==> src/rtl/keyed_watchdog.sv <==
module keyed_watchdog #(
  parameter int PRE_LOG2 = 13
) (
  input  logic       clk,
  input  logic       rst_n,
  input  logic       special_mode,
  input  logic       test_bypass,
  input  logic       wr_en,
  input  logic       wr_addr,
  input  logic [7:0] wr_data,
  input  logic       rd_addr,
  output logic [7:0] rd_data,
  output logic       rst_req,
  output logic       cause_timeout,
  output logic       cause_key,
  output logic       cause_force
);
  localparam int CW = 11;
  localparam logic [7:0] KEY_ARM  = 8'h55;
  localparam logic [7:0] KEY_FIRE = 8'hAA;

  logic [PRE_LOG2-1:0] pre_cnt;
  logic [CW-1:0]       div_cnt;
  logic [CW-1:0]       limit;
  logic [2:0]          rate_q;
  logic                dis_q, lock_q, armed_q;

  wire ctrl_wr  = wr_en & ~wr_addr;
  wire svc_wr   = wr_en & wr_addr;
  wire arm_wr   = svc_wr & (wr_data == KEY_ARM);
  wire fire_wr  = svc_wr & (wr_data == KEY_FIRE);
  wire serviced = fire_wr & armed_q;
  wire enabled  = rate_q != 3'd0;
  wire tick     = (special_mode & test_bypass) ? &pre_cnt[1:0] : &pre_cnt;
  wire rate_ok  = special_mode | ~lock_q;

  always_comb begin
    case (rate_q)
      3'd1:    limit = 11'd1;
      3'd2:    limit = 11'd4;
      3'd3:    limit = 11'd16;
      3'd4:    limit = 11'd64;
      3'd5:    limit = 11'd256;
      3'd6:    limit = 11'd512;
      3'd7:    limit = 11'd1024;
      default: limit = 11'd1;
    endcase
  end

  wire key_ev   = svc_wr & ~arm_wr & ~fire_wr;
  wire force_ev = ctrl_wr & special_mode & wr_data[7] & (wr_data[2:0] != 3'd0);
  wire to_ev    = enabled & tick & ~serviced & (div_cnt >= limit - 11'd1);
  wire fire     = (key_ev | force_ev | to_ev) & ~dis_q;

  assign rd_data = rd_addr ? 8'h00 : {1'b0, dis_q, 3'b000, rate_q};

  always_ff @(posedge clk or negedge rst_n) begin
    if (!rst_n) pre_cnt <= '0;
    else        pre_cnt <= pre_cnt + 1'b1;
  end

  always_ff @(posedge clk or negedge rst_n) begin
    if (!rst_n) begin
      rate_q <= 3'd0;
      dis_q  <= 1'b0;
      lock_q <= 1'b0;
    end else begin
      if (ctrl_wr & rate_ok)      rate_q <= wr_data[2:0];
      if (ctrl_wr & special_mode) dis_q  <= wr_data[6];
      if (fire)                         lock_q <= 1'b0;
      else if (ctrl_wr & ~special_mode) lock_q <= 1'b1;
    end
  end

  always_ff @(posedge clk or negedge rst_n) begin
    if (!rst_n) begin
      div_cnt <= '0;
      armed_q <= 1'b0;
    end else begin
      if (fire | serviced | to_ev | ~enabled) div_cnt <= '0;
      else if (tick)                          div_cnt <= div_cnt + 1'b1;
      if (fire | serviced) armed_q <= 1'b0;
      else if (arm_wr)     armed_q <= 1'b1;
    end
  end

  always_ff @(posedge clk or negedge rst_n) begin
    if (!rst_n) begin
      rst_req       <= 1'b0;
      cause_key     <= 1'b0;
      cause_force   <= 1'b0;
      cause_timeout <= 1'b0;
    end else begin
      rst_req       <= fire;
      cause_key     <= key_ev & ~dis_q;
      cause_force   <= force_ev & ~key_ev & ~dis_q;
      cause_timeout <= to_ev & ~key_ev & ~force_ev & ~dis_q;
    end
  end

  a_r10_one_cause: assert property (@(posedge clk) disable iff (!rst_n)
    (rst_req == (cause_key | cause_force | cause_timeout)) &&
    $onehot0({cause_key, cause_force, cause_timeout}));
  a_r9_disable_blocks: assert property (@(posedge clk) disable iff (!rst_n)
    dis_q |=> !rst_req);
  a_r7_lock_holds_rate: assert property (@(posedge clk) disable iff (!rst_n)
    lock_q && !special_mode |=> $stable(rate_q));
  a_r8_force_special_only: assert property (@(posedge clk) disable iff (!rst_n)
    cause_force |-> $past(special_mode));
  a_r2_timeout_needs_rate: assert property (@(posedge clk) disable iff (!rst_n)
    cause_timeout |-> $past(enabled));
  a_r5_key_needs_write: assert property (@(posedge clk) disable iff (!rst_n)
    cause_key |-> $past(svc_wr));
endmodule

==> config.mk <==
export PLATFORM = sky130hd
export DESIGN_NAME = keyed_watchdog
export DESIGN_NICKNAME = d
export VERILOG_FILES = /design/src/rtl/keyed_watchdog.sv
export SDC_FILE = /design/constraint.sdc
export NUM_CORES = 1
export LEC_CHECK = 0
export ABC_AREA = 1
export BUFFER_PORTS_ARGS = -buffer_cell sky130_fd_sc_hd__buf_2
export CAP_MARGIN = 0
export CORE_ASPECT_RATIO = 1.25
export CORE_MARGIN = 2
export CORE_UTILIZATION = 40
export CTS_CLUSTER_SIZE = 40
export DETAILED_ROUTE_END_ITERATION = 6
export PLACE_DENSITY = 0.6
export SYNTH_ARGS = -nofsm -noshare
export SYNTH_HDL_FRONTEND = slang
export SYNTH_SLANG_ARGS = --single-unit
==> constraint.sdc <==
create_clock -name clk -period 3.3 [get_ports clk]
set_input_delay 0.165 -clock clk [delete_from_list [all_inputs] [get_ports clk]]
set_output_delay 0.165 -clock clk [all_outputs]
set_load 0.03 [all_outputs]
==> metrics.csv <==
stage,metric,value,unit
finish,ratio of cells with drive above 1 in the final layout,0.162,
die,Ports,27,
sta,"Slew Viols, Final",0,
routing,routed via count,1684,
grt,first-pass GRT wire length,7300,µm
routing,Residual DRC,0,
routing,drt first-iter violations,49,
power_and_ir_drop,VDD IR max,0.318,mV
clock_network,post-CTS setup buffers,0,
die,Die X,69.3,µm
run_status,status,"finished, final reports clean",
grt,vias in the first global route,1712,
synth,adder-cell area share of the yosys netlist,0.0763,
die,row cnt,29,
sta,Worst-Margin Slew,0.742,ns
setup_path,crit path launch type,flip-flop,
setup_path,critical path arrival,2.37,ns
clock_network,CTS Buffer Depth,2,
power_and_ir_drop,static leakage,1.34,nW
setup_path,Slowest cell on crit path,dfrtp_1,
sta,Peak Freq,467,MHz
routing,final WL,4090,µm
clock_network,H-tree depth,2,
finish,Syn-to-layout area delta,14.3,%
synth,Post-Syn Area,2130,µm²
grt,largest net degree at the start of global routing,35,
sta,Hold Fails Final Rpt,0,
setup_path,"most used cell, CP",nand2_1,
synth,Syn Inst Count,279,
clock_network,Sink Count,34,
place,dpl cell area,2290,µm²
setup_path,CP Class,reg2reg,
finish,final instance area,2440,µm²
synth,main combinational cell family by area after synthesis,simple AND/OR/NAND/NOR gates,
power_and_ir_drop,cell area power density,455,nW/µm²
setup_path,worst path cell trace,nand2_1 > inv_1 > nor2_1 > nand2_1 > ha_1 > inv_1 > nand2_1 > nand2_1 > nand2_1 > nand2_1 > nand2_1 > a21boi_0 > nor2_1 > nor2_2 > nand2_1 > nor2_2,
grt,global route total overflow,0,
finish,Filler cells,516,
sta,Max-slew headroom,0.506,
setup_path,CP endpoint kind,flip-flop,
setup_path,CP peak stage delay,0.43,ns
synth,synth warn,0,
die,Die H,85.6,µm
die,die area,5930,µm²
synth,XOR/XNOR Fraction of Synth Area,0.0493,
die,core box area,5120,µm²
grt,initial antenna violation count,0,
clock_network,CTS Root Cell,clkbuf_8,
synth,simple-gate share of the synthesized area,0.317,
synth,Yosys reg bits,34,
synth,Synth Area in Compound Gates,0.0593,
synth,multiplexer share of the synthesized area,0,
finish,most frequent cells in the layout,"nand2_1, nor2_1, inv_1",
run,Max Cap Viol,0,
sta,Layout Skew,0.00411,ns
synth,"Avg Cell Area, Syn",7.64,µm²
die,Initial Utilization,0.416,
finish,"most common cell after layout, fill and taps aside",nand2_1,
sta,setup_tns,0,ns
synth,library cells used by synthesis,29,
finish,Ant. Diodes,0,
routing,drt first pass iters,4,
place,port bufs,22,
clock_network,clock transition at the registers of the reported paths,0.07,ns
routing,drt wl/cell,11.0,µm
grt,Total GRT Usage,0.153,
sta,"Period Utilization, post-route",0.649,
sta,# setup viols final,0,
routing,vias per inst,4.55,
place,DP HPWL,3250,µm
place,Placer Congestion,0.781,
sta,RSZ-0062 raised after global routing,false,
setup_path,critical path data required time,3.53,ns
worst_hold_path,hold crit path type,in2reg,
clock_network,post-CTS sizing,0,
finish,"Net count, final",335,
setup_path,Critical Path Fanout Max,5,
clock_network,Clock Latency Late Sink,0.29,ns
clock_network,cts-stage hold buffer count,1,
clock_network,CTS tree,yes,
routing,post-route ant nets,0,
sta,min cycle time layout,2.14,ns
synth,"Seq/Total Area, Yosys",0.399,
clock_network,Num CTS Buffers,5,
==> worst max-delay path, delay by kind of cell, from the launching register on <==
kind                       cells  cell delay [ns]
and+or+nand+nor               12             1.04
buffers and inverters          2             0.12
adders and majority gates      1             0.27
DFF                            1             0.43
AOI/OAI and AO/OA              1             0.21
==> metal layers <==
metal	part of all wire	vias to the layer above	GRT usage
met5	0	-	0
met4	0.0088	0	0.0463
met3	0.025	4	0.0364
met2	0.49	19	0.265
met1	0.48	751	0.190
li1	-	910	-
==> flip-flops by register name, indices dropped and copies added, names as in the netlist <==
| register | cells |
|---|---|
| dis_q | 1 |
| rst_req | 1 |
| cause_timeout | 1 |
| pre_cnt | 13 |
| armed_q | 1 |
| lock_q | 1 |
| cause_key | 1 |
| cause_force | 1 |
| rate_q | 3 |
| div_cnt | 11 |
==> cell type report <==
cell class,instances,area (µm²),share of cell area
inverters,43,161,0.0663
clock buffers,5,68.8,0.0282
well taps,62,77.6,0.0318
repair buffers,23,120,0.0493
flip-flops and latches,34,851,0.349
multi-input cells,200,1090,0.447
clock inverters,3,68.8,0.0282
==> path summary, 6_finish.rpt <==
| kind | from | slack [ns] | depth (start not counted) | end |
|---|---|---|---|---|
| max | rate_q[1]$_DFFE_PN0P_ | 1.16 | 16 | div_cnt[6]$_DFFE_PN0P_ |
| min | wr_data[6] | 0.12 | 3 | dis_q$_DFFE_PN0P_ |
| max reg2reg | rate_q[1]$_DFFE_PN0P_ | 1.16 | 16 | div_cnt[6]$_DFFE_PN0P_ |
| min reg2reg | pre_cnt[0]$_DFF_PN0_ | 0.45 | 1 | pre_cnt[0]$_DFF_PN0_ |
| max in group asynchronous | rst_n | 2.35 | 2 | div_cnt[8]$_DFFE_PN0P_ |
| min in group asynchronous | rst_n | 0.48 | 2 | pre_cnt[9]$_DFF_PN0_ |
==> where the power goes <==
part,total (W),internal (W),switching (W)
combinational,0.000190,0.0000610,0.000129
clock,0.000462,0.000303,0.000160
sequential,0.000456,0.000435,0.0000207
total,0.00111,0.000799,0.000310
==> Yosys cell counts <==
master | instances | area, µm²
nand2_1 | 64 | 240
nor2_1 | 46 | 173
inv_1 | 39 | 146
dfrtp_1 | 34 | 851
ha_1 | 13 | 163
nand3_1 | 10 | 50.1
xor2_1 | 10 | 87.6
a21oi_1 | 9 | 45.0
nand4_1 | 6 | 37.5
nor2_2 | 6 | 37.5
o21ai_0 | 6 | 30.0
nor3_1 | 5 | 25.0
buf_4 | 4 | 30.0
nand2_2 | 4 | 25.0
a21o_1 | 3 | 22.5
inv_2 | 3 | 11.3
conb_1 | 2 | 7.51
nor2_4 | 2 | 22.5
nor3_2 | 2 | 20.0
xnor2_1 | 2 | 17.5
a21boi_0 | 1 | 7.51
a21oi_2 | 1 | 8.76
and3_1 | 1 | 6.26
buf_6 | 1 | 11.3
clkinv_1 | 1 | 3.75
nand3_4 | 1 | 17.5
nand4_4 | 1 | 21.3
o21ai_1 | 1 | 5.00
o21bai_1 | 1 | 7.51
==> cell families after synthesis <==
family,Yosys count
and+or+nand+nor,148
buffers and inverters,48
DFF,34
AOI/OAI and AO/OA,22
adders and majority gates,13
xor gates and xnor gates,12
other,2
==> per-stage QoR <==
step           std cells  hold WS (ns)  worst slack [ns]   util  power [W]
5_1_grt              370         0.145             0.831  0.476    0.00118
4_1_cts              370         0.111              1.16  0.476    0.00113
3_5_place_dp         361         0.288              1.16  0.447   0.000657
3_3_place_gp         361         0.277              1.19  0.447   0.000652
2_1_floorplan        282        -0.131              1.52      -   0.000598
6_report             370         0.122              1.16  0.476    0.00111
(Power assumes the default switching activity.)
